==> config.mk <==
export PLATFORM = sky130hd
export DESIGN_NAME = prefetch_queue
export DESIGN_NICKNAME = d
export VERILOG_FILES = /design/src/rtl/pfq_pkg.sv /design/src/rtl/pfq_store.sv /design/src/rtl/pfq_fetch.sv /design/src/rtl/prefetch_queue.sv
export SDC_FILE = /design/constraint.sdc
export NUM_CORES = 1
export LEC_CHECK = 0
export BUFFER_PORTS_ARGS = -buffer_cell sky130_fd_sc_hd__buf_2
export CAP_MARGIN = 40
export CORE_MARGIN = 1.5
export CORE_UTILIZATION = 58
export CTS_BUF_LIST = sky130_fd_sc_hd__clkbuf_16
export CTS_CLUSTER_DIAMETER = 200
export DETAILED_ROUTE_END_ITERATION = 10
export PLACE_DENSITY = 0.78
export SLEW_MARGIN = 10
export SYNTH_ARGS = -nofsm -noshare
export SYNTH_HDL_FRONTEND = slang
export SYNTH_SLANG_ARGS = --single-unit
==> constraint.sdc <==
create_clock -name clk -period 3.45 [get_ports clk]
set_input_delay 0.1725 -clock clk [delete_from_list [all_inputs] [get_ports clk]]
set_output_delay 0.1725 -clock clk [all_outputs]
set_load 0.005 [all_outputs]
==> src/rtl/pfq_pkg.sv <==
package pfq_pkg;
    typedef enum logic [1:0] {
        FS_IDLE = 2'd0,
        FS_WAIT = 2'd1,
        FS_DROP = 2'd2
    } fetch_state_t;
endpackage

==> src/rtl/pfq_store.sv <==
module pfq_store #(
    parameter int DEPTH = 6,
    parameter int CW    = $clog2(DEPTH + 1)
) (
    input  logic          clk,
    input  logic          rst_n,
    input  logic          clear,
    input  logic [1:0]    push_n,
    input  logic [7:0]    push_b0,
    input  logic [7:0]    push_b1,
    input  logic          pop,
    output logic [CW-1:0] count,
    output logic          valid,
    output logic [7:0]    front
);
    localparam int IW = (DEPTH > 1) ? $clog2(DEPTH) : 1;

    logic [7:0]    slots [DEPTH];
    logic [IW-1:0] rd_ix, wr_ix;
    logic          pop_ok;

    function automatic logic [IW-1:0] step_ix(input logic [IW-1:0] ix, input int n);
        int s;
        s = int'(ix) + n;
        if (s >= DEPTH) s = s - DEPTH;
        return IW'(s);
    endfunction

    assign valid  = (count != '0);
    assign front  = slots[rd_ix];
    assign pop_ok = pop && valid && !clear;

    always_ff @(posedge clk) begin
        if (!clear && push_n != 2'd0) slots[wr_ix] <= push_b0;
        if (!clear && push_n == 2'd2) slots[step_ix(wr_ix, 1)] <= push_b1;
    end

    always_ff @(posedge clk) begin
        if (!rst_n || clear) begin
            rd_ix <= '0;
            wr_ix <= '0;
            count <= '0;
        end else begin
            wr_ix <= step_ix(wr_ix, int'(push_n));
            if (pop_ok) rd_ix <= step_ix(rd_ix, 1);
            count <= count + CW'(push_n) - CW'(pop_ok);
        end
    end

    AST_FILL_LIMIT: assert property (@(posedge clk) disable iff (!rst_n)
        int'(count) <= DEPTH);
    AST_EMPTY_POP_NOOP: assert property (@(posedge clk) disable iff (!rst_n)
        (!valid && pop && push_n == 2'd0) |=> (count == '0));
endmodule

==> src/rtl/pfq_fetch.sv <==
module pfq_fetch
    import pfq_pkg::*;
#(
    parameter int              AW         = 20,
    parameter int              DEPTH      = 6,
    parameter int              CW         = $clog2(DEPTH + 1),
    parameter logic [AW-1:0]   RESET_ADDR = '0
) (
    input  logic          clk,
    input  logic          rst_n,
    input  logic          flush,
    input  logic [AW-1:0] flush_addr,
    input  logic          mem_ack,
    input  logic [15:0]   mem_rdata,
    input  logic [CW-1:0] count,
    output logic          mem_req,
    output logic [AW-1:0] mem_addr,
    output logic          mem_word,
    output logic [1:0]    push_n,
    output logic [7:0]    push_b0,
    output logic [7:0]    push_b1
);
    fetch_state_t  state, nxt;
    logic [AW-1:0] ptr;
    logic [CW-1:0] free_n, need_n;
    logic          room;

    assign free_n = CW'(DEPTH) - count;
    assign need_n = ptr[0] ? CW'(1) : CW'(2);
    assign room   = (free_n >= need_n);

    // state register and fetch pointer
    always_ff @(posedge clk) begin
        if (!rst_n) begin
            state <= FS_IDLE;
            ptr   <= RESET_ADDR;
        end else begin
            state <= nxt;
            if (flush)
                ptr <= flush_addr;
            else if (state == FS_WAIT && mem_ack)
                ptr <= ptr + (ptr[0] ? AW'(1) : AW'(2));
        end
    end

    // transitions
    always_comb begin
        nxt = state;
        unique case (state)
            FS_IDLE: if (!flush && room) nxt = FS_WAIT;
            FS_WAIT: begin
                if (flush)        nxt = mem_ack ? FS_IDLE : FS_DROP;
                else if (mem_ack) nxt = FS_IDLE;
            end
            FS_DROP: if (mem_ack) nxt = FS_IDLE;
            default: nxt = FS_IDLE;
        endcase
    end

    // outputs
    always_comb begin
        mem_req  = 1'b0;
        push_n   = 2'd0;
        mem_addr = ptr;
        mem_word = !ptr[0];
        push_b0  = ptr[0] ? mem_rdata[15:8] : mem_rdata[7:0];
        push_b1  = mem_rdata[15:8];
        unique case (state)
            FS_IDLE: mem_req = !flush && room;
            FS_WAIT: if (mem_ack && !flush) push_n = ptr[0] ? 2'd1 : 2'd2;
            FS_DROP: push_n = 2'd0;
            default: mem_req = 1'b0;
        endcase
    end

    AST_REQ_ROOM: assert property (@(posedge clk) disable iff (!rst_n)
        mem_req |-> (int'(count) + (mem_word ? 2 : 1) <= DEPTH));
    AST_REQ_PULSE: assert property (@(posedge clk) disable iff (!rst_n)
        mem_req |=> !mem_req);
    AST_ODD_BYTE: assert property (@(posedge clk) disable iff (!rst_n)
        (mem_req && mem_addr[0]) |-> !mem_word);
    AST_DROP_NO_PUSH: assert property (@(posedge clk) disable iff (!rst_n)
        (state == FS_DROP) |-> (push_n == 2'd0 && !mem_req));
    AST_FLUSH_NO_REQ: assert property (@(posedge clk) disable iff (!rst_n)
        flush |-> !mem_req);
endmodule

==> src/rtl/prefetch_queue.sv <==
module prefetch_queue #(
    parameter int            AW         = 20,
    parameter int            DEPTH      = 6,
    parameter logic [19:0]   RESET_ADDR = 20'h0
) (
    input  logic          clk,
    input  logic          rst_n,
    input  logic          flush,
    input  logic [AW-1:0] flush_addr,
    output logic          mem_req,
    output logic [AW-1:0] mem_addr,
    output logic          mem_word,
    input  logic          mem_ack,
    input  logic [15:0]   mem_rdata,
    input  logic          pop_en,
    output logic          pop_valid,
    output logic [7:0]    pop_byte
);
    localparam int CW = $clog2(DEPTH + 1);

    logic [CW-1:0] count;
    logic [1:0]    push_n;
    logic [7:0]    push_b0, push_b1;

    pfq_fetch #(
        .AW(AW), .DEPTH(DEPTH), .CW(CW), .RESET_ADDR(AW'(RESET_ADDR))
    ) u_fetch (
        .clk(clk), .rst_n(rst_n), .flush(flush), .flush_addr(flush_addr),
        .mem_ack(mem_ack), .mem_rdata(mem_rdata), .count(count),
        .mem_req(mem_req), .mem_addr(mem_addr), .mem_word(mem_word),
        .push_n(push_n), .push_b0(push_b0), .push_b1(push_b1)
    );

    pfq_store #(.DEPTH(DEPTH), .CW(CW)) u_store (
        .clk(clk), .rst_n(rst_n), .clear(flush),
        .push_n(push_n), .push_b0(push_b0), .push_b1(push_b1),
        .pop(pop_en), .count(count), .valid(pop_valid), .front(pop_byte)
    );

    AST_FLUSH_EMPTIES: assert property (@(posedge clk) disable iff (!rst_n)
        flush |=> !pop_valid);
endmodule

==> results.ini, run 1 <==
[logic_synthesis]
synth_most_common_cell = edfxtp_1
yosys-top-cells-count = edfxtp_1, dfxtp_1, mux2_2
synthesis.nets = 537
synthTopCellsByArea = edfxtp_1, dfxtp_1, mux2_2
syn_area_um2 = 4950
synth_top_area_cell = edfxtp_1
synth_cell_types = 62
synth_edf_count = 48
ys_seq_area_share_pct = 42.8
netlist.area_leader.share_pct = 29.1
ys_seq_elements = 82
async_flop_share_pct = 0
yosysWarnings = 0
postSynthAreaPerCell_um2 = 10.3
synthCells = 481
yosys_most_used_dff = edfxtp_1

[job]
cap_viol_max_count = 0

[global_routing]
grt_max_degree = 40
grt_pass1_wl_mm = 19.2
antenna_found_initial = 0
grt-ovfl-total = 0
first_global_vias = 3914
grt_util_all_layers_pct = 27.9

[setup_path]
worstSetupPathType = flip-flop to flip-flop
path_buf_inv = 1
cp_data_arrival_time_ns = 3.20
path_cells = clkinv_1, ha_1, o21ai_0, a31o_2, a31oi_2, mux2_2
crit_path_start_kind = flip-flop
critPathTopFamily = compound AO/OA/AOI/OAI gates
cp_slowest_cell = dfxtp_1
worst-path-max-fanout = 14
required_ns = 3.55
end_kind = flip-flop
slowest_delay_ns = 0.63

[route]
routed_wl_mm = 12.0
vias = 4204
drtPass1Iterations = 5
ant_nets = 0
vias_per_cell = 6.43
drt_iter0_markers = 337
drc = 0
wl_per_cell_um = 18.3

[timing]
setup_tns_ns = 0
max_slew_margin_pct = 52.7
hold_viol_final = 0
final-setup-viol-count = 0
period_share_pct = 90.1
clock_skew_ns = 0.00833
finalMaxSlewViolations = 0
tightestPinTransition_ns = 0.707
fmax_ghz = 0.322
finalCriticalPeriod_ns = 3.11
hold_ws_ns = 0.0569
rsz0062_at_grt = false

[place]
port_buffers = 71
place_congestion = 0.882
placed_cell_area_um2 = 5420
dpl.hpwl_mm = 8.37

[final_layout]
diodes = 0
synthToLayoutAreaGrowth_pct = 15.0
fillers = 618
drive_gt1_share_pct = 28.1
fin_util_pct = 69.0
fin_area_um2 = 5700
nNetsFinal = 600

[floorplan]
coreArea_um2 = 8260
initial_core_util_pct = 60.0
die_width_um = 95.4
dieArea_um2 = 9100
io_pins = 72
rows = 33
chipHeight_um = 95.4

[clock_network]
cts_buffer_depth = 2
clock_sinks = 82
cts_resized = 0
cts_tree = yes
cts_setup_buffers = 0
clock_latency_ns = 0.34
cts_root_buf = clkbuf_16
clkTransAtPathRegs_ns = 0.07
cts_hold_buf = 0
ctsHtreeMaxLevel = 3
cts_buffers = 9

[pwr]
power.density_nw_per_um2 = 393
ir_drop_mv = 0.290
leakagePower_uw = 0.00206
power_uw = 2240

[worst_hold_path]
hp-class = input port to flip-flop

[outcome]
outcome = finished, final reports clean

sequential cells by signal, indices dropped and copies added, names as in the netlist, named ones only:
register and count:
u_fetch.mem_addr 20, u_fetch.state 2, u_store.count 3, u_store.rd_ix 3, u_store.slots 48, u_store.wr_ix 3
per-stage QoR:
stage | setup WS [ns] | cells
2_1_floorplan | 0.702 | 481
3_3_place_gp | 0.515 | 638
3_5_place_dp | 0.418 | 638
4_1_cts | 0.411 | 654
5_1_grt | 0.180 | 654
6_report | 0.343 | 654
cell usage in the layout (no fill, tap or decap), types with 3 or more instances in the layout:
master / n
nor4_1: 6
a21oi_1: 25
inv_6: 3
nand3_1: 31
dfxtp_1: 34
edfxtp_1: 48
buf_2: 71
nor2b_1: 15
or3_1: 3
ha_1: 14
nand4_1: 5
nand3b_1: 3
nand2_1: 12
xnor2_1: 12
nand2b_1: 3
a32oi_1: 3
mux4_2: 8
or4_1: 6
xor2_1: 4
nor3_1: 8
mux2i_1: 9
nor2_1: 25
and2_1: 5
buf_4: 15
o211ai_1: 10
o2111ai_1: 8
mux2_2: 33
a31oi_1: 13
o21ai_0: 28
inv_1: 12
nor3b_1: 4
clkbuf_16: 9
o31ai_1: 6
a22oi_1: 16
kinds of logic after synthesis:
group | after synthesis | share of synthesized area [%]
flops | 82 | 42.8
compound gates | 131 | 17.6
fa+ha+maj | 15 | 3.94
mux | 50 | 13.0
buf+inv | 48 | 3.84
simple gates | 139 | 16.0
xor+xnor | 16 | 2.83
area by class of cell:
| cell class | count | area, um^2 | area share, % |
|---|---|---|---|
| Multi-Input combinational cell | 351 | 2650 | 46.5 |
| Clock buffer | 9 | 225 | 3.95 |
| Timing Repair Buffer | 86 | 468 | 8.21 |
| Tap cell | 105 | 131 | 2.31 |
| Clock inverter | 7 | 50.0 | 0.879 |
| Sequential cell | 82 | 2120 | 37.3 |
| Inverter | 14 | 52.6 | 0.922 |
worst min-delay path: cells and delay by family:
family	cells	cell delay [ns]
buf+inv	1	0.08
compound gates	1	0.07
simple gates	1	0.05
per-layer routing:
| metal | vias up | wire (um) | global-route usage (%) |
|---|---|---|---|
| li1 | 1994 | - | - |
| met1 | 1997 | 4810 | 33.6 |
| met2 | 188 | 6080 | 49.5 |
| met3 | 25 | 770 | 4.70 |
| met4 | 0 | 322 | 11.0 |
| met5 | - | 0 | 0 |
path summary, 6_finish.rpt:
check	start	to	slack (ns)	cells after the start
max	u_store.wr_ix[1]	u_store.slots[1][1]	0.34	6
min	flush_addr[15]	u_fetch.mem_addr[15]	0.06	3
max reg2reg	u_store.wr_ix[1]	u_store.slots[1][1]	0.34	6
min reg2reg	u_fetch.mem_addr[19]	u_fetch.mem_addr[19]	0.51	2
report_power, final:
part           internal (uW)  total, uW  switching, uW
Combinational            118        257            139
Clock                    491        891            400
Sequential              1060       1090           27.6
Total                   1670       2240            566
No activity file was read; power rests on OpenSTA's default activity.
==> inputs of run 2 (changes only) <==
--- a/config.mk
+++ b/config.mk
@@ -12,6 +12,7 @@
 export CTS_BUF_LIST = sky130_fd_sc_hd__clkbuf_16
 export CTS_CLUSTER_DIAMETER = 200
 export DETAILED_ROUTE_END_ITERATION = 10
+export HOLD_SLACK_MARGIN = 0.06
 export PLACE_DENSITY = 0.78
 export SLEW_MARGIN = 10
 export SYNTH_ARGS = -nofsm -noshare
==> results.ini, run 2 (synthesis gave the netlist of run 1 again) <==
[timing]
rsz0062_at_grt = false
period_share_pct = 90.3  ; +0.23 points
final-setup-viol-count = 0  ; unchanged
hold_ws_ns = 0.103  ; +0.0464 ns
tightestPinTransition_ns = 0.687  ; -0.0203 ns
setup_tns_ns = 0  ; unchanged
finalMaxSlewViolations = 0  ; unchanged
clock_skew_ns = 0.00844  ; +0.000113 ns
fmax_ghz = 0.321  ; -0.25%
max_slew_margin_pct = 54.0  ; +1.4 points
finalCriticalPeriod_ns = 3.11  ; +0.00785 ns
hold_viol_final = 0  ; unchanged

[final_layout]
diodes = 0  ; unchanged
largest_register_ffs = 48  ; unchanged
synthToLayoutAreaGrowth_pct = 15.4
regMostFlops = u_store.slots
fin_area_um2 = 5720  ; +0.35%
drive_gt1_share_pct = 27.9  ; -0.10 points
final_common_cell = buf_2
nNetsFinal = 602  ; +0.33%
final_cell_mix = buf_2, edfxtp_1, dfxtp_1, mux2_2, nand3_1
fin_cells = 656  ; +0.31%

[place]
port_buffers = 71  ; unchanged
place_congestion = 0.882  ; unchanged
placed_cells = 638  ; unchanged
dpl.hpwl_mm = 8.37  ; unchanged
placed_cell_area_um2 = 5420  ; unchanged

[clock_network]
clock_latency_ns = 0.34  ; about the same
cts_root_buf = clkbuf_16
ctsHtreeMaxLevel = 3  ; unchanged
cts_tree = yes
cts_buffer_depth = 2  ; unchanged
clkTransAtPathRegs_ns = 0.07  ; about the same
cts_buffers = 9  ; unchanged
cts_hold_buf = 2  ; +2
clock_sinks = 82  ; unchanged
cts_setup_buffers = 0  ; unchanged
cts_resized = 0  ; unchanged

[global_routing]
grt_max_degree = 40  ; unchanged
grt_util_all_layers_pct = 28.0  ; +0.051 points
first_global_vias = 3927  ; +0.33%
antenna_found_initial = 0  ; unchanged
grt-ovfl-total = 0  ; unchanged
grt_pass1_wl_mm = 19.2  ; +0.21%

[floorplan]
chipHeight_um = 95.4  ; unchanged
rows = 33  ; unchanged
coreArea_um2 = 8260  ; unchanged
io_pins = 72  ; unchanged
die_width_um = 95.4  ; unchanged
initial_core_util_pct = 60.0  ; unchanged
dieArea_um2 = 9100  ; unchanged

[route]
routed_wl_mm = 12.0  ; about the same
vias = 4222  ; +0.43%
ant_nets = 0  ; unchanged
wl_per_cell_um = 18.2  ; -0.40%
drtPass1Iterations = 5  ; unchanged
vias_per_cell = 6.44  ; +0.12%
drc = 0  ; unchanged
drt_iter0_markers = 287  ; -15%

[pwr]
leakagePower_uw = 0.00207  ; +0.40%
power_uw = 2240  ; about the same
ir_drop_mv = 0.291  ; about the same
power.density_nw_per_um2 = 392  ; -0.30%

[outcome]
outcome = finished, final reports clean

[job]
cap_viol_max_count = 0  ; unchanged

[setup_path]
required_ns = 3.55  ; about the same
end_kind = flip-flop
worst-path-max-fanout = 14  ; unchanged
cp_data_arrival_time_ns = 3.21  ; about the same
crit_path_start_kind = flip-flop
worstSetupPathType = flip-flop to flip-flop

[worst_hold_path]
hp-class = input port to flip-flop

[run 2: path summary, 6_finish.rpt]
path | endpoint | from | cells after the start | slack, ns
max reg2reg | u_store.slots[1][1] | u_store.wr_ix[1] | 6 | 0.34
min | u_fetch.mem_addr[5] | flush_addr[5] | 3 | 0.10
max | u_store.slots[1][1] | u_store.wr_ix[1] | 6 | 0.34
min reg2reg | u_fetch.mem_addr[19] | u_fetch.mem_addr[19] | 2 | 0.52
[run 2: cell type report]
class / count / area [um^2]
Clock buffer: 9 / 225
Clock inverter: 7 / 50.0
Fill cell: 616 / 2540
Inverter: 14 / 52.6
Multi-Input combinational cell: 351 / 2650
Sequential cell: 82 / 2120
Tap cell: 105 / 131
Timing Repair Buffer: 88 / 488
[run 2: layer usage]
metal | global-route usage [%] | share of wire, % | vias up | wire length [um]
li1 | - | - | 2000 | -
met1 | 33.6 | 40 | 2010 | 4770
met2 | 49.8 | 51 | 189 | 6090
met3 | 4.63 | 6.7 | 23 | 802
met4 | 11.0 | 2.6 | 0 | 313
met5 | 0 | 0 | - | 0
[run 2: where the power goes]
| group | switching (uW) | internal [uW] | total, uW |
|---|---|---|---|
| Clock | 399 | 492 | 891 |
| Combinational | 139 | 120 | 259 |
| Sequential | 27.5 | 1060 | 1090 |
[run 2: stage by stage]
stage               setup slack, ns  utilization [%]
CTS                           0.411             69.2
floorplan                     0.702                -
global placement              0.515             65.7
detailed placement            0.418             65.7
finish                        0.335             69.2
global route                  0.180             69.2
[run 2: critical path, stage by stage, from the launching register on]
cell and delay, ns:
dfxtp_1 0.63, clkinv_1 0.38, ha_1 0.52, o21ai_0 0.13, a31o_2 0.27, a31oi_2 0.54, mux2_2 0.40
==> inputs of run 3 (changes only) <==
--- a/config.mk
+++ b/config.mk
@@ -8,13 +8,12 @@
 export BUFFER_PORTS_ARGS = -buffer_cell sky130_fd_sc_hd__buf_2
 export CAP_MARGIN = 40
 export CORE_MARGIN = 1.5
-export CORE_UTILIZATION = 58
+export CORE_UTILIZATION = 30
 export CTS_BUF_LIST = sky130_fd_sc_hd__clkbuf_16
 export CTS_CLUSTER_DIAMETER = 200
 export DETAILED_ROUTE_END_ITERATION = 10
 export HOLD_SLACK_MARGIN = 0.06
-export PLACE_DENSITY = 0.78
-export SLEW_MARGIN = 10
+export PLACE_DENSITY = 0.44
 export SYNTH_ARGS = -nofsm -noshare
 export SYNTH_HDL_FRONTEND = slang
 export SYNTH_SLANG_ARGS = --single-unit
==> results.ini, run 3 (synthesis gave the netlist of run 1 again) <==
[setup_path]
end_kind = flip-flop
worst-path-max-fanout = 14  ; unchanged
rrSetupSlack_ns = 0.63  ; +0.29 ns
worst-r2r-cell-count = 6  ; unchanged
worstSetupPathType = flip-flop to flip-flop
r2r-start = u_store.wr_ix[1]
r2r-end = u_store.slots[1][5]
crit_path_start_kind = flip-flop
required_ns = 3.54  ; about the same
cp_data_arrival_time_ns = 2.92  ; -0.29 ns

[timing]
finalMaxSlewViolations = 0  ; unchanged
tightestPinTransition_ns = 0.693  ; +0.00661 ns
finalCriticalPeriod_ns = 2.82  ; -0.292 ns
setup_ws_ns = 0.627  ; +0.292 ns
setup_tns_ns = 0  ; unchanged
fmax_ghz = 0.354  ; +10%
max_slew_margin_pct = 53.5  ; -0.58 points
period_share_pct = 81.8  ; -8.5 points
rsz0062_at_grt = false
clock_skew_ns = 0.00680  ; -0.00164 ns
final-setup-viol-count = 0  ; unchanged
hold_viol_final = 0  ; unchanged

[clock_network]
ctsHtreeMaxLevel = 3  ; unchanged
cts_buffer_depth = 2  ; unchanged
cts_buffers = 9  ; unchanged
clock_latency_ns = 0.34  ; about the same
cts_tree = yes
cts_setup_buffers = 0  ; unchanged
clkTransAtPathRegs_ns = 0.07  ; about the same
cts_root_buf = clkbuf_16
clock_sinks = 82  ; unchanged

[final_layout]
regMostFlops = u_store.slots
diodes = 0  ; unchanged
final_cell_mix = buf_2, edfxtp_1, dfxtp_1, mux2_2, nand3_1
nNetsFinal = 606  ; +0.66%
largest_register_ffs = 48  ; unchanged
drive_gt1_share_pct = 28.3  ; +0.34 points
synthToLayoutAreaGrowth_pct = 19.3
final_common_cell = buf_2

[floorplan]
rows = 46  ; +39%
die_width_um = 131  ; +38%
io_pins = 72  ; unchanged
chipHeight_um = 131  ; +38%
dieArea_um2 = 17300  ; +90%
coreArea_um2 = 16000  ; +94%
initial_core_util_pct = 31.0  ; -29 points

[route]
drt_iter0_markers = 330  ; +15%
wl_per_cell_um = 17.6  ; -3.7%
drtPass1Iterations = 5  ; unchanged
vias = 4112  ; -2.6%
vias_per_cell = 5.33  ; -17%
ant_nets = 0  ; unchanged
drc = 0  ; unchanged
routed_wl_mm = 13.5  ; +13%

[pwr]
ir_drop_mv = 0.209  ; -28%
leakagePower_uw = 0.00210  ; +1.6%
power_uw = 2350  ; +5.0%
power.density_nw_per_um2 = 398  ; +1.5%

[global_routing]
grt_max_degree = 40  ; unchanged
first_global_vias = 3953  ; +0.66%
antenna_found_initial = 0  ; unchanged
grt_pass1_wl_mm = 21.5  ; +12%
grt-ovfl-total = 0  ; unchanged
grt_util_all_layers_pct = 15.8  ; -12 points

[worst_hold_path]
hold_depth = 3  ; unchanged
hp-class = input port to flip-flop
hp-start = flush_addr[5]
whs_endpoint = u_fetch.mem_addr[5]

[outcome]
outcome = finished, final reports clean

[job]
cap_viol_max_count = 0  ; unchanged

[place]
place_congestion = 0.790  ; -10%
pre_cts_slack_ns = 0.649  ; +0.232 ns
dpl.hpwl_mm = 9.71  ; +16%
port_buffers = 71  ; unchanged

[run 3: area by class of cell]
| class | instances | area (um^2) |
|---|---|---|
| clock buffer | 9 | 225 |
| clock inverter | 7 | 76.3 |
| fill | 1662 | 10100 |
| inverter | 14 | 52.6 |
| multi-input combinational | 351 | 2650 |
| sequential | 82 | 2120 |
| tap | 216 | 270 |
| timing repair buffer | 92 | 518 |
[run 3: worst max path at each step]
stage                           startpoint             endpoint  slack [ns]
after global routing      u_store.wr_ix[1]  u_store.slots[1][6]        0.47
after detailed placement  u_store.wr_ix[1]  u_store.slots[1][4]        0.65
after floorplan           u_store.wr_ix[1]  u_store.slots[4][0]        0.70
after CTS                 u_store.wr_ix[1]  u_store.slots[1][4]        0.64
final                     u_store.wr_ix[1]  u_store.slots[1][5]        0.63
after global placement    u_store.wr_ix[1]  u_store.slots[1][4]        0.72
[run 3: what timing repair did]
action	CTS	global route
resized for setup	0	0
hold endpoints to repair	2	0
hold buffers	2	0
[run 3: worst max-delay path: stages, from the launching register on]
cell and delay, ns:
dfxtp_1 0.63, clkinv_1 0.18, ha_1 0.44, o21ai_0 0.12, a31o_2 0.27, a31oi_2 0.54
mux2_2 0.40
[run 3: metal layers]
layer  track usage (%)  wire length (um)  vias to the layer above  part of all wire [%]
li1                  -                 -                     2005                     -
met1              19.9              6100                     1997                    45
met2              26.9              6650                       96                    49
met3              2.89               527                       14                   3.9
met4              6.11               266                        0                   2.0
met5                 0                 0                        -                     0
[run 3: power breakdown]
| group | total, uW | switching [uW] | internal (uW) | leakage [uW] |
|---|---|---|---|---|
| clock | 997 | 428 | 569 | 0.000150 |
| combinational | 264 | 142 | 121 | 0.00124 |
| sequential | 1090 | 27.4 | 1060 | 0.000710 |
[run 3: metrics by stage]
| step | instance area (um^2) | std cells | utilization, % | hold WS [ns] |
|---|---|---|---|---|
| final | 5910 | 771 | 36.9 | 0.0893 |
| after global routing | 5910 | 771 | 36.9 | 0.110 |
| after CTS | 5910 | 771 | 36.9 | 0.0742 |
| after detailed placement | 5590 | 753 | 34.9 | 0.415 |
| after global placement | 5590 | 753 | 34.9 | 0.405 |
| after floorplan | 4950 | 481 | - | 0.249 |
